<file path="src/rtl/gpr_pkg.sv">
// Package: shared sizes and register identifiers for the register file.
// Assumes a 3-bit selector space of eight registers, four of them byte-splittable.
package gpr_pkg;
    localparam int SEL_W   = 3;
    localparam int NREG    = 8;
    localparam int NGEN    = 4;
    localparam int CNT_IDX = 1;

    typedef enum logic [SEL_W-1:0] {
        REG_ACC = 3'd0,
        REG_CNT = 3'd1,
        REG_DAT = 3'd2,
        REG_BAS = 3'd3,
        REG_SPT = 3'd4,
        REG_BPT = 3'd5,
        REG_SRC = 3'd6,
        REG_DST = 3'd7
    } reg_id_e;
endpackage

</file>
<file path="src/rtl/gpr_wr_decode.sv">
// Write decoder: turns selector and width flag into per-register half enables
// and the data for each half. Assumes byte codes put the half choice in the top bit.
module gpr_wr_decode #(
    parameter int NREG   = 8,
    parameter int SEL_W  = 3,
    parameter int WORD_W = 16
) (
    input  logic                  wr_en,
    input  logic                  wr_byte,
    input  logic [SEL_W-1:0]      wr_sel,
    input  logic [WORD_W-1:0]     wr_data,
    output logic [NREG-1:0]       lo_we,
    output logic [NREG-1:0]       hi_we,
    output logic [WORD_W/2-1:0]   lo_val,
    output logic [WORD_W/2-1:0]   hi_val
);
    localparam int HALF_W = WORD_W / 2;

    logic [SEL_W-1:0] gen_idx;

    // Purpose: index of the general register named by a byte code.
    always_comb begin
        gen_idx = wr_sel;
        gen_idx[SEL_W-1] = 1'b0;
    end

    // Purpose: raise the half enables the request touches.
    always_comb begin
        lo_we = '0;
        hi_we = '0;
        if (wr_en) begin
            if (!wr_byte) begin
                lo_we[wr_sel] = 1'b1;
                hi_we[wr_sel] = 1'b1;
            end else if (wr_sel[SEL_W-1]) begin
                hi_we[gen_idx] = 1'b1;
            end else begin
                lo_we[gen_idx] = 1'b1;
            end
        end
    end

    // Purpose: route the write data to each half.
    always_comb begin
        lo_val = wr_data[HALF_W-1:0];
        hi_val = wr_byte ? wr_data[HALF_W-1:0] : wr_data[WORD_W-1:HALF_W];
    end
endmodule

</file>
<file path="src/rtl/gpr_loop_unit.sv">
// Loop helper: computes the decremented count and the zero test.
// Assumes a write to the count register in the same cycle takes priority.
module gpr_loop_unit #(
    parameter int WORD_W = 16
) (
    input  logic              loop_en,
    input  logic              cnt_wr_hit,
    input  logic [WORD_W-1:0] cnt_q,
    output logic              dec_en,
    output logic [WORD_W-1:0] dec_val,
    output logic              loop_zero
);
    // Purpose: decrement value, its enable and the ends-at-zero flag.
    always_comb begin
        dec_val   = cnt_q - WORD_W'(1);
        dec_en    = loop_en && !cnt_wr_hit;
        loop_zero = loop_en && (cnt_q == WORD_W'(1));
    end
endmodule

</file>
<file path="src/rtl/gpr_store.sv">
// Register storage: eight words, each split into two byte-enabled halves.
// Assumes enables come already decoded; only the count register accepts a decrement.
module gpr_store #(
    parameter int NREG    = 8,
    parameter int WORD_W  = 16,
    parameter int CNT_IDX = 1
) (
    input  logic                         clk,
    input  logic                         rst_n,
    input  logic [NREG-1:0]              lo_we,
    input  logic [NREG-1:0]              hi_we,
    input  logic [WORD_W/2-1:0]          lo_val,
    input  logic [WORD_W/2-1:0]          hi_val,
    input  logic                         dec_en,
    input  logic [WORD_W-1:0]            dec_val,
    output logic [NREG-1:0][WORD_W-1:0]  regs_q
);
    localparam int HALF_W = WORD_W / 2;

    for (genvar i = 0; i < NREG; i++) begin : g_reg
        localparam bit IS_CNT = (i == CNT_IDX);
        logic [HALF_W-1:0] lo_q, hi_q;

        // Purpose: low half update from reset, write or decrement.
        always_ff @(posedge clk) begin
            if (!rst_n) begin
                lo_q <= '0;
            end else if (lo_we[i]) begin
                lo_q <= lo_val;
            end else if (IS_CNT && dec_en && !hi_we[i]) begin
                lo_q <= dec_val[HALF_W-1:0];
            end
        end

        // Purpose: high half update from reset, write or decrement.
        always_ff @(posedge clk) begin
            if (!rst_n) begin
                hi_q <= '0;
            end else if (hi_we[i]) begin
                hi_q <= hi_val;
            end else if (IS_CNT && dec_en && !lo_we[i]) begin
                hi_q <= dec_val[WORD_W-1:HALF_W];
            end
        end

        assign regs_q[i] = {hi_q, lo_q};
    end
endmodule

</file>
<file path="src/rtl/gpr_rd_port.sv">
// Read port: combinational word or zero-extended byte view of the registers.
// Assumes byte codes 0..3 pick low halves and 4..7 high halves of the general registers.
module gpr_rd_port #(
    parameter int NREG   = 8,
    parameter int SEL_W  = 3,
    parameter int WORD_W = 16
) (
    input  logic [NREG-1:0][WORD_W-1:0] regs_q,
    input  logic [SEL_W-1:0]            sel,
    input  logic                        byte_acc,
    output logic [WORD_W-1:0]           data
);
    localparam int HALF_W = WORD_W / 2;

    logic [SEL_W-1:0]  gen_idx;
    logic [WORD_W-1:0] gen_word;

    // Purpose: pick the word or the half and zero-extend a half.
    always_comb begin
        gen_idx = sel;
        gen_idx[SEL_W-1] = 1'b0;
        gen_word = regs_q[gen_idx];
        data = '0;
        if (!byte_acc) begin
            data = regs_q[sel];
        end else if (sel[SEL_W-1]) begin
            data[HALF_W-1:0] = gen_word[WORD_W-1:HALF_W];
        end else begin
            data[HALF_W-1:0] = gen_word[HALF_W-1:0];
        end
    end
endmodule

</file>
<file path="src/rtl/gpr_bank.sv">
// Top: register file with two read ports, one write port and a count-loop helper.
// Assumes the selector encoding of gpr_pkg; reads are combinational and show pre-edge state.
module gpr_bank
    import gpr_pkg::*;
#(
    parameter int WORD_W = 16
) (
    input  logic              clk,
    input  logic              rst_n,
    input  logic [2:0]        rd0_sel,
    input  logic              rd0_byte,
    output logic [WORD_W-1:0] rd0_data,
    input  logic [2:0]        rd1_sel,
    input  logic              rd1_byte,
    output logic [WORD_W-1:0] rd1_data,
    input  logic              wr_en,
    input  logic              wr_byte,
    input  logic [2:0]        wr_sel,
    input  logic [WORD_W-1:0] wr_data,
    input  logic              loop_en,
    output logic              loop_zero
);
    localparam int HALF_W = WORD_W / 2;
    localparam int NRD    = 2;

    logic [NREG-1:0]             lo_we, hi_we;
    logic [HALF_W-1:0]           lo_val, hi_val;
    logic                        dec_en;
    logic [WORD_W-1:0]           dec_val;
    logic [NREG-1:0][WORD_W-1:0] regs_q;
    logic                        cnt_wr_hit;
    logic [NRD-1:0][SEL_W-1:0]   rd_sel;
    logic [NRD-1:0]              rd_byte;
    logic [NRD-1:0][WORD_W-1:0]  rd_data;

    gpr_wr_decode #(.NREG(NREG), .SEL_W(SEL_W), .WORD_W(WORD_W)) u_dec (
        .wr_en(wr_en), .wr_byte(wr_byte), .wr_sel(wr_sel), .wr_data(wr_data),
        .lo_we(lo_we), .hi_we(hi_we), .lo_val(lo_val), .hi_val(hi_val)
    );

    // Purpose: flag a write that lands on either half of the count register.
    always_comb cnt_wr_hit = lo_we[CNT_IDX] || hi_we[CNT_IDX];

    gpr_loop_unit #(.WORD_W(WORD_W)) u_loop (
        .loop_en(loop_en), .cnt_wr_hit(cnt_wr_hit), .cnt_q(regs_q[CNT_IDX]),
        .dec_en(dec_en), .dec_val(dec_val), .loop_zero(loop_zero)
    );

    gpr_store #(.NREG(NREG), .WORD_W(WORD_W), .CNT_IDX(CNT_IDX)) u_store (
        .clk(clk), .rst_n(rst_n), .lo_we(lo_we), .hi_we(hi_we),
        .lo_val(lo_val), .hi_val(hi_val), .dec_en(dec_en), .dec_val(dec_val),
        .regs_q(regs_q)
    );

    assign rd_sel  = {rd1_sel, rd0_sel};
    assign rd_byte = {rd1_byte, rd0_byte};

    for (genvar p = 0; p < NRD; p++) begin : g_rd
        gpr_rd_port #(.NREG(NREG), .SEL_W(SEL_W), .WORD_W(WORD_W)) u_rd (
            .regs_q(regs_q), .sel(rd_sel[p]), .byte_acc(rd_byte[p]), .data(rd_data[p])
        );
    end

    assign rd0_data = rd_data[0];
    assign rd1_data = rd_data[1];
endmodule

</file>
<file path="config.mk">
export PLATFORM = sky130hd
export DESIGN_NAME = gpr_bank
export DESIGN_NICKNAME = d
export VERILOG_FILES = /design/src/rtl/gpr_pkg.sv /design/src/rtl/gpr_wr_decode.sv /design/src/rtl/gpr_loop_unit.sv /design/src/rtl/gpr_store.sv /design/src/rtl/gpr_rd_port.sv /design/src/rtl/gpr_bank.sv
export SDC_FILE = /design/constraint.sdc
export NUM_CORES = 1
export LEC_CHECK = 0
export BUFFER_PORTS_ARGS = -buffer_cell sky130_fd_sc_hd__buf_2
export CORE_AREA = 2 2 187 171
export DETAILED_ROUTE_END_ITERATION = 10
export DIE_AREA = 0 0 189 173
export PLACE_DENSITY_LB_ADDON = 0.3
export SLEW_MARGIN = 20
export SYNTH_ARGS = -nofsm -noshare
export SYNTH_HDL_FRONTEND = slang
export SYNTH_SLANG_ARGS = --single-unit
</file>
<file path="constraint.sdc">
create_clock -name clk -period 5.7 [get_ports clk]
set_clock_uncertainty 0.2 [all_clocks]
set_input_delay 0.57 -clock clk [delete_from_list [all_inputs] [get_ports clk]]
set_output_delay 0.57 -clock clk [all_outputs]
set_load 0.1 [all_outputs]
</file>
* After elaboration in Yosys (flattened, before gate mapping)
Cells that the tools add are included.
W data, S select, Z words.
** Operators by class
- Order comparisons :: 8
- Equal/unequal tests :: 1
- $add $sub $neg :: 1
- Reductions and logical operators :: 12
- Muxes and demuxes :: 29
** Operators by type and width (number)
- $mux W8 :: 15
- $bmux W16 S3 :: 2
- $bmux W16 S2 :: 2
- $mux W16 :: 4
- $eq A16 B1 Y1 const B :: 1
- $sub A16 B1 Y16 const B :: 1
- $lt A2 B4 Y1 const B :: 3
- $lt A3 B4 Y1 const B :: 3
- $mux W4 :: 2
- $logic_and A1 B1 Y1 :: 6
- $reduce_bool A2 Y1 :: 2
- $demux W1 S3 :: 1
- $ge A3 B1 Y1 const B :: 1
- $logic_not A1 Y1 :: 3
- $demux W1 S2 :: 1
- $ge A2 B1 Y1 const B :: 1
- $mux W1 :: 2
- $logic_or A1 B1 Y1 :: 1
** Word-level totals
- Output and inout port bits :: 33
- Flip-flop bits (word level) :: 128

* Longest topological paths before layout
- Depth in word-level cells :: 13
- Gate-level depth with buffers :: 7
- Gate-level depth less buffers :: 6

* Modules after synthesis
From an unflattened synthesis, not the netlist that was laid out.
** Second synthesis, totals
- Cell total of the unflattened synthesis :: 780
- Area total of the unflattened synthesis :: 8075.2 sq um
** By module, submodules not included
- gpr_store :: cells each 452, seq. area each 2562.5 sq um, area each 4972.3 sq um, instances 1
- gpr_rd_port :: cells each 122, seq. area each 0.0 sq um, area each 1241.2 sq um, instances 2
- gpr_loop_unit :: cells each 43, seq. area each 0.0 sq um, area each 326.6 sq um, instances 1
- gpr_wr_decode :: cells each 40, seq. area each 0.0 sq um, area each 287.8 sq um, instances 1
- gpr_bank :: cells each 1, seq. area each 0.0 sq um, area each 6.3 sq um, instances 1

* Worst setup path after synthesis
No wires, ideal clock.
- Path type :: register to output
- From :: register u_store.g_reg[1].lo_q[7]
- To :: output loop_zero
- Path buffers :: 1
- Cell stages (with the launch flop) :: 5
- Slack :: 1.506 ns
- Arrival time :: 3.424 ns
- Cells stage by stage :: dfxtp_1 -> or3_1 -> buf_2 -> or4_4 -> nor3_1
** On the way
- Cells in the longest elaborated chain, start to end :: 2
** RTL lines
- start: declaration :: RTL line gpr_store.sv:22 : logic [HALF_W-1:0] lo_q, hi_q;
- start signal: assignment :: RTL line gpr_store.sv:29 : lo_q <= lo_val;
- start signal: assignment :: RTL line gpr_store.sv:31 : lo_q <= dec_val[HALF_W-1:0];
- $eq A16 B1 Y1 :: RTL line gpr_loop_unit.sv:17 : loop_zero = loop_en && (cnt_q == WORD_W'(1));
- $logic_and A1 B1 Y1 :: RTL line gpr_loop_unit.sv:17
- end: declaration :: RTL line gpr_bank.sv:21 : output logic loop_zero
Every way passes these cells.

* Worst setup path in the final report
Same ends and word-level chain as after synthesis.

==> key figures <==
Outcome
  – Status: complete, no violations

Floorplan
  – Die width: between 150 and 200 um
  – Ports: between 60 and 70
  – DIE AREA: between 30000 and 40000 sq um
  – Rows: about 60
  – Core ar.: between 30000 and 40000 sq um
  – Die Y: approximately 170 um
  – Initial Util: about a quarter

Clock network
  – Root buf cell: clkbuf_16
  – CTS tree: built
  – Clock-pin slew of the registers on the worst-case setup and hold paths: about 0.060 ns
  – Inserted Clock Buffers: 17
  – H-tree depth: 4
  – Clock tree buffer depth: 2
  – Worst skew pair latency: roughly 0.43 ns
  – Clock Sinks: about 130
  – Setup bufs post-CTS: 0
  – Post_cts resized: 0
  – Hold_buf cts: 0

Pwr
  – Part of the power in combinational logic: 18.7%
  – Clock Power Share: 42.2%
  – Sw Ratio: between 30% and 40%
  – Psw: around 0.00076 W
  – Seq pwr share: between 30 and 40%
  – Internal power: ~0.0017 W
  – Leak: about 3.6 nW
  – Power Dens Cells: between 200 and 300 nW/um^2
  – Max IR drop VDD: roughly 0.17 mV

Synth
  – Mapped cell area: 7270 sq um
  – Sequential element share of the synthesized area: between 30% and 40%
  – Syn avg cell area: about 10 sq um
  – Flops & latches, synth: about 130
  – Syn Nets: around 780
  – Synth warn: 0
  – Distinct cells, synth: 52
  – Gate Count Post-Synth: roughly 740

Finish
  – Final instance area: around 8500 sq um
  – Antenna fix cells: 0
  – Nets: about 800
  – Fraction of layout cells with a size suffix above 1: 22.9%
  – Area Growth Syn to Fin: 16.6%

Flow run
  – Maxcap violations: 0

Hold path
  – HP Class: register to register

Critical path
  – Worst Path Buf+Inv: 1
  – WP depth: 4
  – Worst r2r path cells: 4
  – CP max-delay cell: or4_4
  – Setup crit start kind: register
  – Critical path class: register to output port
  – End of the worst register-to-register path: u_store.g_reg[1].hi_q[6]$_SDFFE_PN0P_
  – Critical Path RT: approximately 4.9 ns
  – Worst Setup SP: u_store.g_reg[1].lo_q[7]$_SDFFE_PN0P_
  – Crit-path max FO: 8
  – CP arrival: ~2.9 ns
  – Critical path endpoint category: output port
  – FF-to-FF Start: u_store.g_reg[1].lo_q[7]$_SDFFE_PN0P_
  – CP endpoint: loop_zero
  – Delay-heaviest family, CP: simple AND/OR/NAND/NOR gates
  – CP max stage delay: approximately 0.56 ns
  – CP cell instances: or3_1 > or4_4 > nor3_1 > buf_2
  – Reg2reg setup slack: approximately 3.4 ns

STA
  – Crit share post-route: 65.0%
  – Final Hold Fails: 0
  – RSZ-0062 raised after global routing: false
  – F_max: approximately 270 MHz
  – Least-Margin Pin Slew: roughly 1.1 ns
  – Slew HR: around a quarter
  – TNS Setup: 0 ns
  – Pins Over Slew Limit: 0
  – Tmin final: approximately 3.7 ns
  – Final setup viols: 0

Placement
  – IO Port Bufs: 64
  – Final Wtd Congestion: approximately 0.86
  – Detail Placement HPWL: roughly 17000 um
  – Dpl cell area: a little under 8000 sq um

GRT
  – Largest net degree at the start of global routing: slightly below 100
  – GR Overflow Total: 0
  – Most Used Layer, Global Route: met2
  – Met2 usage: 22.8%
  – Vias in the first global route: between 5000 and 6000
  – GRT Overall Usage: 15.7%
  – GRT met3 Usage: 3.27%
  – Antenna violations before repair: 0
  – Grt met1 use: between 20% and 30%
  – Global-route wire length before repair: approximately 38000 um

Drt
  – Via/cell ratio: 5.15
  – Drt wl/cell: between 20 and 25 um
  – 1st-pass router iterations: 8
  – DRT Wirelength: between 20000 and 30000 um
  – DRT iter0 DRCs: about 530
  – Vias post-DR: slightly above 6000
  – Post-DRT Antenna Nets: 0
  – DRC viols: 0
routing by layer:
layer / wire [um] / part of all wire, % / up-vias
met2: 11000 / 43 / 242
met5: 0 / 0 / -
li1: - / - / 2798
met4: 570 / 2.2 / 0
met1: 12100 / 48 / 3039
met3: 1700 / 6.7 / 32
sequential cells by signal (all words and copies together), names as in the netlist:
register	flops
u_store.g.hi_q	64
u_store.g.lo_q	64
power groups by stage:
stage               logic (W)  registers [W]  clock network [W]
global placement     0.000461       0.000991                  0
CTS                  0.000466       0.000972            0.00107
detailed placement   0.000465       0.000992                  0
global route         0.000497       0.000979            0.00111
floorplan            0.000354       0.000976                  0
finish               0.000466       0.000974            0.00105
cells in the mapped netlist (all sizes together):
library cell | count | area, sq um
nand2 | 175 | 659
dfxtp | 128 | 2560
mux4 | 64 | 1450
a21boi | 60 | 450
o211a | 56 | 561
clkbuf | 54 | 204
nor2 | 41 | 154
mux2i | 40 | 400
a21oi | 20 | 100
buf | 14 | 65.1
o21ai | 8 | 40.0
nand3 | 6 | 30.0
a31oi | 5 | 31.3
nor3 | 5 | 25.0
or3 | 5 | 31.3
inv | 4 | 15.0
nand2b | 4 | 27.5
nor2b | 4 | 25.0
nor4 | 4 | 40.0
o311a | 4 | 43.8
o31ai | 4 | 30.0
or4 | 4 | 33.8
xnor2 | 4 | 35.0
o211ai | 3 | 22.5
o311ai | 3 | 33.8
o31a | 3 | 26.3
o32a | 3 | 30.0
or2 | 3 | 18.8
and3 | 2 | 12.5
ha | 2 | 25.0
a21o | 1 | 7.51
a311oi | 1 | 8.76
nand3b | 1 | 7.51
nand4 | 1 | 6.26
nor3b | 1 | 7.51
nor4b | 1 | 8.76
o21a | 1 | 7.51
o22a | 1 | 8.76
o22ai | 1 | 6.26
o32ai | 1 | 8.76
xor2 | 1 | 8.76
cells in the final DEF (no fill, tap or decap), types with 4 or more instances in the layout:
cell	synthesis	final
nor2b_1	4	4
o21ai_0	8	8
a31oi_1	5	5
mux4_2	62	62
mux2i_1	40	40
buf_2	10	63
a21boi_0	57	57
xnor2_1	4	4
o211a_1	56	56
a21oi_1	20	20
or3_1	5	5
nand2_1	174	174
clkinv_2	0	6
nor2_1	41	38
clkbuf_1	53	4
buf_4	0	10
dfxtp_1	128	128
clkbuf_16	0	17
nand3_1	6	6
o31ai_1	4	4
inv_1	4	4
area by class of cell:
class	count	area [sq um]
inverters	4	15.0
flip-flops and latches	128	2560
repair buffers	73	390
fillers	3217	22100
clock buffers	22	454
clock inverters	8	90.1
well taps	409	512
multi-input cells	543	4450
per-stage QoR:
step / setup WS, ns / total power [W] / utilization [%] / hold WS (ns) / instances
floorplan: 1.51 / 0.00133 / - / 0.247 / 743
global placement: 2.13 / 0.00145 / 25.9 / 0.263 / 1157
detailed placement: 2.11 / 0.00146 / 25.9 / 0.269 / 1157
CTS: 2.05 / 0.00251 / 27.7 / 0.277 / 1187
global route: 1.95 / 0.00258 / 27.7 / 0.299 / 1187
finish: 1.99 / 0.00249 / 27.7 / 0.274 / 1187
cell families after synthesis:
logic type / Yosys count / share of synthesized area (%)
xor+xnor: 5 / 0.602
compound gates: 175 / 19.5
simple gates: 257 / 15.0
flops: 128 / 35.3
mux: 104 / 25.4
fa+ha+maj: 2 / 0.344
buf+inv: 72 / 3.91
worst reg2reg max path, delay by kind of cell (launching register included):
kind | cells | cell delay, ns
AND/OR/NAND/NOR | 2 | 1.12
AO/OA/AOI/OAI | 2 | 0.49
flip-flops | 1 | 0.42
worst min path at each step:
| stage | from | endpoint | slack [ns] | cells past startpoint |
|---|---|---|---|---|
| detailed placement | u_store.g_reg[7].lo_q[2]$_SDFFE_PN0P_ | u_store.g_reg[7].lo_q[2]$_SDFFE_PN0P_ | 0.27 | 2 |
| finish | u_store.g_reg[4].lo_q[2]$_SDFFE_PN0P_ | u_store.g_reg[4].lo_q[2]$_SDFFE_PN0P_ | 0.27 | 2 |
| global placement | u_store.g_reg[7].lo_q[2]$_SDFFE_PN0P_ | u_store.g_reg[7].lo_q[2]$_SDFFE_PN0P_ | 0.26 | 2 |
| CTS | u_store.g_reg[7].lo_q[2]$_SDFFE_PN0P_ | u_store.g_reg[7].lo_q[2]$_SDFFE_PN0P_ | 0.28 | 2 |
| floorplan | u_store.g_reg[2].lo_q[7]$_SDFFE_PN0P_ | u_store.g_reg[2].lo_q[7]$_SDFFE_PN0P_ | 0.25 | 2 |
| global route | u_store.g_reg[7].lo_q[2]$_SDFFE_PN0P_ | u_store.g_reg[7].lo_q[2]$_SDFFE_PN0P_ | 0.30 | 2 |
No activity file was read; power rests on OpenSTA's default activity.
